==> config.mk <==
export PLATFORM = sky130hd
export DESIGN_NAME = cfg_store_lock
export DESIGN_NICKNAME = d
export VERILOG_FILES = /design/src/rtl/cfg_store_pkg.sv /design/src/rtl/cfg_array.sv /design/src/rtl/cfg_seq.sv /design/src/rtl/cfg_shadow.sv /design/src/rtl/cfg_store_lock.sv
export SDC_FILE = /design/constraint.sdc
export NUM_CORES = 1
export LEC_CHECK = 0
export BUFFER_PORTS_ARGS = -buffer_cell sky130_fd_sc_hd__buf_2
export CAP_MARGIN = 20
export CELL_PAD_IN_SITES_DETAIL_PLACEMENT = 1
export CELL_PAD_IN_SITES_GLOBAL_PLACEMENT = 1
export CORE_ASPECT_RATIO = 0.8
export CORE_MARGIN = 4
export CORE_UTILIZATION = 52
export DETAILED_ROUTE_END_ITERATION = 7
export GPL_TIMING_DRIVEN = 0
export PLACE_DENSITY = 0.94
export SYNTH_ARGS = -nofsm -noshare
export SYNTH_HDL_FRONTEND = slang
export SYNTH_SLANG_ARGS = --single-unit
==> constraint.sdc <==
create_clock -name clk_i -period 5.38 [get_ports clk_i]
set_input_delay 1.076 -clock clk_i [delete_from_list [all_inputs] [get_ports clk_i]]
set_output_delay 1.076 -clock clk_i [all_outputs]
set_load 0.01 [all_outputs]
==> src/rtl/cfg_store_pkg.sv <==
package cfg_store_pkg;
  typedef enum logic [1:0] {
    CMD_ERASE = 2'd0,
    CMD_PROG  = 2'd1,
    CMD_READ  = 2'd2,
    CMD_LOCK  = 2'd3
  } cmd_e;

  typedef enum logic [1:0] {
    ST_IDLE,
    ST_SWEEP,
    ST_WRITE,
    ST_COMMIT
  } seq_st_e;
endpackage

==> src/rtl/cfg_array.sv <==
module cfg_array #(
  parameter int ADDR_W = 4,
  parameter int DATA_W = 16,
  localparam int N_WORDS = 1 << ADDR_W,
  localparam int FLAT_W = N_WORDS * DATA_W
) (
  input  logic              clk_i,
  input  logic              rst_ni,
  input  logic              clr_en_i,
  input  logic [ADDR_W-1:0] clr_addr_i,
  input  logic              wr_en_i,
  input  logic [ADDR_W-1:0] wr_addr_i,
  input  logic [DATA_W-1:0] wr_data_i,
  input  logic [ADDR_W-1:0] rd_addr_i,
  output logic [DATA_W-1:0] rd_data_o,
  output logic [FLAT_W-1:0] flat_o
);
  logic [DATA_W-1:0] mem_q [N_WORDS];

  always_ff @(posedge clk_i or negedge rst_ni) begin
    if (!rst_ni) begin
      for (int i = 0; i < N_WORDS; i++) mem_q[i] <= '1;
    end else begin
      if (clr_en_i) mem_q[clr_addr_i] <= '1;
      // programming only pulls bits low
      if (wr_en_i) mem_q[wr_addr_i] <= mem_q[wr_addr_i] & wr_data_i;
    end
  end

  assign rd_data_o = mem_q[rd_addr_i];

  for (genvar g = 0; g < N_WORDS; g++) begin : g_flat
    assign flat_o[g*DATA_W +: DATA_W] = mem_q[g];
  end
endmodule

==> src/rtl/cfg_seq.sv <==
module cfg_seq
  import cfg_store_pkg::*;
#(
  parameter int ADDR_W = 4,
  parameter int DATA_W = 16
) (
  input  logic              clk_i,
  input  logic              rst_ni,
  input  logic              cmd_valid_i,
  input  logic [1:0]        cmd_i,
  input  logic [ADDR_W-1:0] addr_i,
  input  logic [DATA_W-1:0] wdata_i,
  output logic              clr_en_o,
  output logic [ADDR_W-1:0] clr_addr_o,
  output logic              wr_en_o,
  output logic [ADDR_W-1:0] wr_addr_o,
  output logic [DATA_W-1:0] wr_data_o,
  output logic              commit_o,
  output logic              rd_go_o,
  output logic              secure_o,
  output logic              busy_o
);
  localparam logic [ADDR_W-1:0] LAST_WORD = '1;

  seq_st_e           state_q;
  logic [ADDR_W-1:0] ptr_q;
  logic [ADDR_W-1:0] addr_q;
  logic [DATA_W-1:0] data_q;
  logic              pend_q;
  logic              sess_q;
  logic              secure_q;
  logic              accept;
  cmd_e              cmd;

  assign cmd    = cmd_e'(cmd_i);
  assign accept = cmd_valid_i && (state_q == ST_IDLE);

  always_ff @(posedge clk_i or negedge rst_ni) begin
    if (!rst_ni) begin
      state_q  <= ST_IDLE;
      ptr_q    <= '0;
      addr_q   <= '0;
      data_q   <= '0;
      pend_q   <= 1'b0;
      sess_q   <= 1'b0;
      secure_q <= 1'b0;
    end else begin
      unique case (state_q)
        ST_IDLE: if (accept) begin
          unique case (cmd)
            CMD_ERASE: begin
              state_q <= ST_SWEEP;
              ptr_q   <= '0;
              pend_q  <= 1'b0;
            end
            CMD_PROG: begin
              addr_q <= addr_i;
              data_q <= wdata_i;
              if (sess_q) begin
                state_q <= ST_WRITE;
              end else begin
                // new session: blank the array first
                state_q <= ST_SWEEP;
                ptr_q   <= '0;
                pend_q  <= 1'b1;
              end
            end
            CMD_LOCK: begin
              secure_q <= 1'b1;
              sess_q   <= 1'b0;
            end
            default: ;
          endcase
        end
        ST_SWEEP: begin
          ptr_q <= ptr_q + 1'b1;
          if (ptr_q == LAST_WORD) begin
            secure_q <= 1'b0;
            sess_q   <= 1'b1;
            state_q  <= pend_q ? ST_WRITE : ST_COMMIT;
          end
        end
        ST_WRITE:  state_q <= ST_COMMIT;
        ST_COMMIT: state_q <= ST_IDLE;
        default:   state_q <= ST_IDLE;
      endcase
    end
  end

  assign clr_en_o   = (state_q == ST_SWEEP);
  assign clr_addr_o = ptr_q;
  assign wr_en_o    = (state_q == ST_WRITE);
  assign wr_addr_o  = addr_q;
  assign wr_data_o  = data_q;
  assign commit_o   = (state_q == ST_COMMIT);
  assign rd_go_o    = accept && (cmd == CMD_READ);
  assign secure_o   = secure_q;
  assign busy_o     = (state_q != ST_IDLE);
endmodule

==> src/rtl/cfg_shadow.sv <==
module cfg_shadow #(
  parameter int FLAT_W = 256
) (
  input  logic              clk_i,
  input  logic              rst_ni,
  input  logic              commit_i,
  input  logic [FLAT_W-1:0] flat_i,
  output logic [FLAT_W-1:0] cfg_o
);
  always_ff @(posedge clk_i or negedge rst_ni) begin
    if (!rst_ni)       cfg_o <= '1;
    else if (commit_i) cfg_o <= flat_i;
  end
endmodule

==> src/rtl/cfg_store_lock.sv <==
module cfg_store_lock #(
  parameter int ADDR_W = 4,
  parameter int DATA_W = 16,
  localparam int N_WORDS = 1 << ADDR_W,
  localparam int FLAT_W = N_WORDS * DATA_W
) (
  input  logic              clk_i,
  input  logic              rst_ni,
  input  logic              cmd_valid_i,
  input  logic [1:0]        cmd_i,
  input  logic [ADDR_W-1:0] addr_i,
  input  logic [DATA_W-1:0] wdata_i,
  output logic              busy_o,
  output logic              rvalid_o,
  output logic [DATA_W-1:0] rdata_o,
  output logic [FLAT_W-1:0] cfg_o,
  output logic              secure_o,
  output logic              preload_ok_o
);
  logic              clr_en, wr_en, commit, rd_go;
  logic [ADDR_W-1:0] clr_addr, wr_addr;
  logic [DATA_W-1:0] wr_data, rd_word;
  logic [FLAT_W-1:0] flat;

  cfg_seq #(.ADDR_W(ADDR_W), .DATA_W(DATA_W)) seq_i (
    .clk_i       (clk_i),
    .rst_ni      (rst_ni),
    .cmd_valid_i (cmd_valid_i),
    .cmd_i       (cmd_i),
    .addr_i      (addr_i),
    .wdata_i     (wdata_i),
    .clr_en_o    (clr_en),
    .clr_addr_o  (clr_addr),
    .wr_en_o     (wr_en),
    .wr_addr_o   (wr_addr),
    .wr_data_o   (wr_data),
    .commit_o    (commit),
    .rd_go_o     (rd_go),
    .secure_o    (secure_o),
    .busy_o      (busy_o)
  );

  cfg_array #(.ADDR_W(ADDR_W), .DATA_W(DATA_W)) array_i (
    .clk_i      (clk_i),
    .rst_ni     (rst_ni),
    .clr_en_i   (clr_en),
    .clr_addr_i (clr_addr),
    .wr_en_i    (wr_en),
    .wr_addr_i  (wr_addr),
    .wr_data_i  (wr_data),
    .rd_addr_i  (addr_i),
    .rd_data_o  (rd_word),
    .flat_o     (flat)
  );

  cfg_shadow #(.FLAT_W(FLAT_W)) shadow_i (
    .clk_i    (clk_i),
    .rst_ni   (rst_ni),
    .commit_i (commit),
    .flat_i   (flat),
    .cfg_o    (cfg_o)
  );

  always_ff @(posedge clk_i or negedge rst_ni) begin
    if (!rst_ni) begin
      rvalid_o <= 1'b0;
      rdata_o  <= '1;
    end else begin
      rvalid_o <= rd_go;
      // locked parts read blank
      if (rd_go) rdata_o <= secure_o ? '1 : rd_word;
    end
  end

  assign preload_ok_o = ~secure_o;
endmodule

Yosys cells after proc, flatten, opt, wreduce, memory -nomap -nowiden

Index checks and enable logic that the tools add are counted.

Shift-type cells: 0
Muxes and demuxes: 34
Eq/ne operators: 13
Reductions and logical operators: 14
Bitwise gates (word level): 6
$mul: 0
$add $sub $neg: 1
Order comparisons: 5
Div/mod/pow operators: 0

Operators by type and width:

| cell                                                | count |
|---|---|
| two-way mux 256 bit                                 | 2 |
| bitwise mux 256 bit                                 | 1 |
| bitwise OR 256 bit                                  | 1 |
| binary-select mux 16 bit (select 4 bit)             | 2 |
| demux 16 bit (select 4 bit)                         | 2 |
| two-way mux 16 bit                                  | 7 |
| bitwise AND 16 bit                                  | 1 |
| one-hot mux 4 bit (2 select lines)                  | 2 |
| >= comparator 5 bit (second input constant)         | 3 |
| NOT 4 -> 5 bit                                      | 3 |
| AND reduction 4 bit                                 | 3 |
| < comparator 5 x 1 -> 1 bit (second input constant) | 2 |
| == test 2 bit (second input constant)               | 4 |
| two-way mux 1 bit                                   | 8 |
| two-way mux 4 bit                                   | 2 |
| one-hot mux 2 bit (4 select lines)                  | 1 |
| two-way mux 2 bit                                   | 3 |
| != test 2 bit (second input constant)               | 3 |
| != test 3 bit (second input constant)               | 2 |
| one-hot mux 1 bit (2 select lines)                  | 3 |
| AND reduction 3 bit                                 | 2 |
| nonzero test 2 bit                                  | 3 |
| adder 4 x 1 -> 4 bit (second input constant)        | 1 |
| == test 2 x 1 -> 1 bit (second input constant)      | 2 |
| other kinds (6)                                     | 10 |

ROM bits: 0
Register bits after elaboration: 558
Memories kept: 0
Output and inout port bits: 276
Word-level logic and storage cells: 99
Input port bits: 25
Bits in latches: 0
RAM bits: 0

Logic depth before layout (Yosys ltp)

Gate-level depths: netlist (run 1).

Depth after elaboration: 9
Depth in mapped cells: 8
Gate-level depth less buffers: 6

Cells and area by module

Synthesis (run 1) repeated with hierarchy kept, for this count alone.

Cells, all modules: 1933
Area total of the unflattened synthesis: 25572.0 µm²

Modules (own cells, without submodules):

| module         | cells an instance | instances | area each (µm²) | sequential area each (µm²) |
|---|---|---|---|---|
| cfg_array      | 1215              | 1         | 13628.1         | 6726.5 |
| cfg_shadow     | 540               | 1         | 9914.5          | 6726.5 |
| cfg_seq        | 107               | 1         | 1341.3          | 725.7 |
| cfg_store_lock | 71                | 1         | 688.2           | 445.4 |

Least setup slack after synthesis (run 1)

OpenSTA, ideal clock, no wires.

Path kind: input port to flip-flop
Start: input addr_i[0]
End: register rdata_o[0]
Path slack: 3.157 ns
Buffers on the path: 2
Setup time: 0.087 ns
Required time: 5.293 ns
Data arrival time: 2.137 ns
Stages: 5
Cells stage by stage: buf_6 -> buf_6 -> mux4_2 -> a22oi_1 -> a31oi_1

Word-level cells in the longest chain between the ends: 5

Ends and longest elaborated chain:

| what                                                   | RTL line             | source |
|---|---|---|
| start: declaration                                     | cfg_store_lock.sv:11 | `input logic [ADDR_W-1:0] addr_i,` |
| NOT 4 -> 5 bit (implied by the code)                   | cfg_array.sv:30      | `assign rd_data_o = mem_q[rd_addr_i];` |
| binary-select mux 16 bit (select 4 bit)                | cfg_array.sv:30      |  |
| two-way mux 16 bit (implied by the code) (2 in series) | cfg_array.sv:30      |  |
| two-way mux 16 bit                                     | cfg_store_lock.sv:71 | `if (rd_go) rdata_o <= secure_o ? '1 : rd_word;` |
| end signal: assignment                                 | cfg_store_lock.sv:71 |  |
| end: declaration                                       | cfg_store_lock.sv:15 | `output logic [DATA_W-1:0] rdata_o,` |

Every way passes these cells. The select of a mux whose other input is x is not followed.
A chain may end at the register's enable or synchronous reset.

Final worst setup path (run 1)

Start: register seq_i.state_q[1]
End: output busy_o

Word-level cells in the longest chain between the ends: 1

Ends and longest elaborated chain:

| what                     | RTL line             | source |
|---|---|---|
| start: declaration       | cfg_seq.sv:25        | `seq_st_e state_q;` |
| start signal: assignment | cfg_seq.sv:80        | `state_q <= pend_q ? ST_WRITE : ST_COMMIT;` |
| nonzero test 2 bit       | cfg_seq.sv:98        | `assign busy_o = (state_q != ST_IDLE);` |
| end: declaration         | cfg_store_lock.sv:13 | `output logic busy_o,` |

Every way passes these cells.

==> flow_summary.ini, run 1 <==
[route]
highest_layer = met5
detail-route-antenna-nets = 0
wl_um = 104000
drcViolationCount = 0
wl_per_cell_um = 35.1
drt_iter0_drc = 2872
wl_met3_um = 15100
wl_met2_um = 45800
avgViaCountPerCell = 7.00
first_pass_iters = 8
num_vias = 20800
wl_met1_um = 37600

[timing]
finalCritPeriodShare = 0.539
tns_ps = 0
slew_headroom = 0.228
timing.fmax_ghz = 0.345
grt_setup_unrepaired = false
tightest_slew_ps = 1150
setup_ws_ps = 2480
whs_ps = 412
setup_violations = 0
skew_ps = 21.3
finalHoldViolCount = 0
drv_slew = 0
finalCriticalPeriod_ps = 2900

[yosys]
syn_inst = 1927
synth_xor_area_frac = 0
yosys.area.top_type = dfstp_2
synth.distinct_cells = 41
synth_mux_area_frac = 0.234
ys_seq_elements = 558
yosys_most_used_dff = dfstp_2
syn_nets = 1961
synth-compound-area-share = 0.0906
synth_top_area_share = 0.546
synth_simple_gate_area_frac = 0.0635
yosysMostFrequentCell = dfstp_2
synth_enable_flop_cells = 0
synth.area.top_cells = dfstp_2 55%, mux2_2 12%, mux4_2 8.5%
synthAdderAreaFrac = 0.00443
ys_warn_count = 0
async_flop_share = 1.00
synth.avg_cell_area_um2 = 13.2
yosysSeqAreaShare = 0.576
synth_area_um2 = 25400
synth_top_family_by_area = multiplexers
synth_common_cells = 528 x dfstp_2, 278 x mux2_2, 170 x a21oi_1, 162 x nor3_1, 157 x o21ai_0

[floorplan]
initial_core_util = 0.526
die_area_um2 = 52500
fp.dieH_um = 206
io_pins = 301
core_um2 = 48300
row_count = 72
die_w_um = 255

[setup_path]
crit_start = seq_i.state_q[1]$_DFFE_PN0P_
crit_path_frequent_cell = inv_1
critical_path_required_ps = 4300
path_buf_inv = 3
crit_path_max_fanout = 6
cpMaxStageDelayCell = dfrtp_1
critPathKind = reg2out
cp.arrival_ps = 1820
crit_chain = inv_1 -> ha_1 -> inv_1 -> buf_2
cp-start-kind = register
cpPeakStageDelay_ps = 430
regToRegStartpoint = seq_i.state_q[1]$_DFFE_PN0P_
critPathTopFamily = buffers and inverters
worstSetupEndpointType = primary output

[global_routing]
grt_max_degree = 134
first_global_vias = 21600
grt_usage = 0.393
grt_overflow_total = 0
grt_pass1_wl_um = 151000
antenna_found_initial = 14

[clocking]
clkLatencyLatePin_ps = 630
cts_made_buffers = 53
cts_root_buffer = clkbuf_16
cts_setup_buffers = 0
cts_tree = built
htreeDepth = 2
ctsHoldBuffers = 0
cts_sinks = 558
cts.path.max_buffers = 3
cts_resized = 0
clk_pin_slew_worst_paths_ps = 70

[power]
seqPwrFrac = 0.464
p_leak_nw = 12.2
pwr-share-comb = 0.342
p_int_mw = 13.3
peakVddDrop_v = 0.000347
pwr-share-clk = 0.194
pwr_density_cell_nw_per_um2 = 741
p_sw_mw = 8.80
sw_frac_of_total = 0.398

[place]
dp_hpwl_um = 73300
dp_worst_setup_slack_ps = 2460
place_congestion = 0.995
port-buffer-count = 299

[final_layout]
drive_gt1_frac = 0.596
nets = 2320
utilization = 0.617
area_delta_synth_final_pct = 17.3

[min_path]
holdCritPathClass = in2async

[run_status]
status = finished, final reports clean

[flow_run]
max_cap_violations = 0
-- flip-flops by register name, indices dropped and copies added, names as in the netlist --
name and cells:
array_i.flat_o 256, shadow_i.cfg_o 256, rdata_o 16, seq_i.wr_data_o 16, seq_i.clr_addr_o 4, seq_i.wr_addr_o 4, seq_i.state_q 2, rvalid_o 1
seq_i.pend_q 1, seq_i.secure_o 1, seq_i.sess_q 1
-- cell type report --
cell class,count,area (um2)
tap,629,787
fill,4829,18500
timing repair buffer,304,1630
multi-input combinational,1218,9980
sequential,558,14600
clock buffer,77,1600
clock inverter,23,349
antenna,13,32.5
inverter,8,30.0
buffer,143,771
-- worst reg2reg max path, cell delays in order (launching register included) --
cell and delay [ps]:
dfrtp_1 430, inv_1 140, ha_1 190, buf_4 200, nand2_1 140, nor2_1 910
buf_2 410, nor3_1 100, a21oi_1 170
-- cell families after synthesis --
group / after synthesis
compound gates: 430
fa+ha+maj: 9
buf+inv: 151
flops: 558
mux: 440
simple gates: 339
-- final timing paths --
| path | endpoint | slack, ps | cells after the start |
|---|---|---|---|
| min in group clk_i | rdata_o[9]$_DFFE_PN1P_ | 520 | 2 |
| min reg2reg | rdata_o[9]$_DFFE_PN1P_ | 520 | 2 |
| max reg2reg | array_i.flat_o[214]$_DFF_PN1_ | 2630 | 8 |
| max | busy_o | 2480 | 4 |
| min | seq_i.wr_data_o[6]$_DFFE_PN0P_ | 410 | 1 |
| max in group asynchronous | seq_i.sess_q$_DFFE_PN0P_ | 3420 | 3 |
-- power groups by stage --
| stage | sequential [mW] | combinational [mW] | clock (mW) |
|---|---|---|---|
| 4_1_cts | 9.89 | 7.44 | 4.26 |
| 5_1_grt | 10.2 | 7.97 | 4.44 |
| 6_report | 10.2 | 7.56 | 4.28 |
| 3_5_place_dp | 9.84 | 7.16 | 0 |
| 2_1_floorplan | 8.74 | 4.41 | 0 |
| 3_3_place_gp | 9.65 | 6.64 | 0 |
-- stage by stage --
stage / power [mW] / std cells / instance area (um2)
6_report: 22.1 / 2973 / 29800
5_1_grt: 22.6 / 2962 / 29800
4_1_cts: 21.6 / 2959 / 29800
3_5_place_dp: 17.0 / 2859 / 27800
3_3_place_gp: 16.3 / 2855 / 27700
2_1_floorplan: 13.2 / 1927 / 25400
-- per-layer routing --
layer,global-route usage,up-vias
met5,0,-
met4,0.177,6
met3,0.168,457
met2,0.583,1794
met1,0.505,10700
li1,-,7864
-- placed cells by master, fill, tap and decap left out, types with 5 or more instances in the layout --
cell	instances
dfstp_2	528
buf_2	361
mux2_2	278
a21oi_1	170
nor3_1	162
o21ai_0	157
mux4_2	96
nand2_1	81
mux2i_1	66
clkbuf_1	60
clkbuf_16	55
nor2_1	45
a22oi_1	42
o21ai_1	38
dfrtp_1	30
nand3_1	17
a31oi_1	17
clkbuf_8	14
diode_2	13
buf_4	11
clkinv_2	11
nand2b_1	10
ha_1	9
bufinv_16	9
buf_6	8
inv_1	8
nor2b_1	7
buf_8	5
Power figures use the tool's default switching activity.
==> run 2: changes to the inputs <==
- ABC_AREA: unset -> 1
- CORE_UTILIZATION: 52 -> 41
- PLACE_DENSITY: 0.94 -> 0.85
- clock period: 5.38 -> 2.4 ns (I/O delays scaled with it)
==> flow_summary.ini, run 2 <==
[timing]
whs_ps = 69.7
finalHoldViolCount = 0
setup_violations = 69
skew_ps = 46.2
drv_slew = 0
tns_ps = -3030
finalCriticalPeriod_ps = 2540
timing.fmax_ghz = 0.393
tightest_slew_ps = 1190
finalCritPeriodShare = 1.06
slew_headroom = 0.206
setup_ws_ps = -141

[floorplan]
row_count = 84
io_pins = 301
die_area_um2 = 71200
fp.dieH_um = 239
initial_core_util = 0.416
die_w_um = 297
core_um2 = 66000

[final_layout]
nFillCells = 7804
stdcell_area_um2 = 32500
final_cell_mix = 696 x nand2_1, 528 x dfstp_2, 422 x nor2_1
area_delta_synth_final_pct = 18.5
drive_gt1_frac = 0.394
nets = 3496
final_common_cell = nand2_1

[clocking]
cts.path.max_buffers = 3
cts_sinks = 558
cts_tree = built
cts_made_buffers = 59
cts_root_buffer = clkbuf_16
clkLatencyLatePin_ps = 670
clk_pin_slew_worst_paths_ps = 60
htreeDepth = 2

[yosys]
syn_inst = 3065
synth_enable_flop_cells = 0
async_flop_share = 1.00
ys_warn_count = 0
synth.area.top_cells = dfstp_2 51%, nand2_1 9.6%, a21oi_1 7.1%
yosysMostFrequentCell = nand2_1
synth_top_area_share = 0.506
ys_seq_elements = 558
yosys.area.top_type = dfstp_2
synth.avg_cell_area_um2 = 8.95
yosys_most_used_dff = dfstp_2
synth.distinct_cells = 41
synth_common_cells = 700 x nand2_1, 528 x dfstp_2, 422 x nor2_1, 392 x a21oi_1, 194 x inv_1
yosysSeqAreaShare = 0.533
synth_area_um2 = 27400
syn_nets = 3099

[global_routing]
grt_pass1_wl_um = 181000
grt_overflow_total = 0
grt_usage = 0.346
antenna_found_initial = 7
grt_max_degree = 125
first_global_vias = 26200

[power]
pwr_density_cell_nw_per_um2 = 1700
peakVddDrop_v = 0.000674
p_leak_nw = 14.3

[route]
drcViolationCount = 0
first_pass_iters = 6
detail-route-antenna-nets = 0
wl_um = 127000
num_vias = 25800
avgViaCountPerCell = 5.90
drt_iter0_drc = 3291
wl_per_cell_um = 29.1

[setup_path]
cp.arrival_ps = 3140
regToRegStartpoint = seq_i.wr_addr_o[0]$_DFFE_PN0P_
rrSetupSlack_ps = -120
worstSetupEndpointType = register
critical_path_required_ps = 3000
r2r_cells = 11
critPathKind = in2reg
crit_start = addr_i[1]
r2r_end = array_i.flat_o[164]$_DFF_PN1_
cp-start-kind = primary input
crit_path_max_fanout = 10
endpoint = rdata_o[3]$_DFFE_PN1P_

[run_status]
failed_checks = setup timing
status = finished with violations

[min_path]
worstHoldStart = wdata_i[7]
holdCritPathClass = in2reg

[place]
place_congestion = 1.05
post_dp_cell_area_um2 = 30200
port-buffer-count = 296
dp_hpwl_um = 94300
dp_worst_setup_slack_ps = -850

[flow_run]
max_cap_violations = 0
## run 2: worst min path at each step
stage,to,depth (start not counted)
2_1_floorplan,rvalid_o$_DFF_PN0_,0
3_3_place_gp,shadow_i.cfg_o[179]$_DFFE_PN1N_,2
3_5_place_dp,shadow_i.cfg_o[99]$_DFFE_PN1N_,1
4_1_cts,seq_i.wr_data_o[7]$_DFFE_PN0P_,2
5_1_grt,seq_i.wr_data_o[13]$_DFFE_PN0P_,2
6_report,seq_i.wr_data_o[7]$_DFFE_PN0P_,2
## run 2: through the flow
stage / util / std cells / power, mW
floorplan: - / 3065 / 32.5
global placement: 0.455 / 4221 / 42.5
detailed placement: 0.457 / 4228 / 43.7
CTS: 0.491 / 4369 / 53.9
global route: 0.493 / 4371 / 57.3
finish: 0.493 / 4373 / 55.2
## run 2: cell type report
type	instances	area (um2)	area share
sequential	558	14600	0.450
multi-input combinational	2105	11000	0.338
timing repair buffer	337	1940	0.0597
clock buffer	87	1730	0.0533
buffer	197	1170	0.0360
tap	860	1080	0.0331
inverter	204	776	0.0239
clock inverter	23	208	0.00639
antenna	2	5.00	0.000154
## run 2: repair_timing
item / CTS / global route
setup buffers: 30 / 3
endpoints found under the hold margin: 14 / 0
pin swaps: 16 / 2
resized for setup: 18 / 46
hold buffers: 1 / 0
endpoints found under the setup margin: 499 / 234
## run 2: critical path: stages
cell and delay, ps:
clkbuf_1 490, clkbuf_1 940, o211ai_1 390, nand3_1 290
nand3_1 100, nand3_1 250, nand2_1 110, inv_1 70
## run 2: logic make-up after synthesis
family,synth area share
and+or+nand+nor,0.189
DFF,0.533
muxes,0.0460
AOI/OAI and AO/OA,0.159
adders and majority gates,0.00410
xor gates and xnor gates,0.000319
buffers and inverters,0.0688
## run 2: per-layer routing
metal | GRT usage | vias up | wire length [um]
met2 | 0.505 | 1592 | 53400
met3 | 0.129 | 334 | 16700
met1 | 0.472 | 13100 | 52200
li1 | - | 10800 | -
met4 | 0.128 | 4 | 5190
met5 | 0 | - | 23
## run 2: where the power goes
part	total, mW	switching [mW]	internal, mW
clock network	9.45	4.22	5.23
registers	20.9	4.21	16.7
logic	24.9	16.9	7.99
total	55.2	25.3	29.9
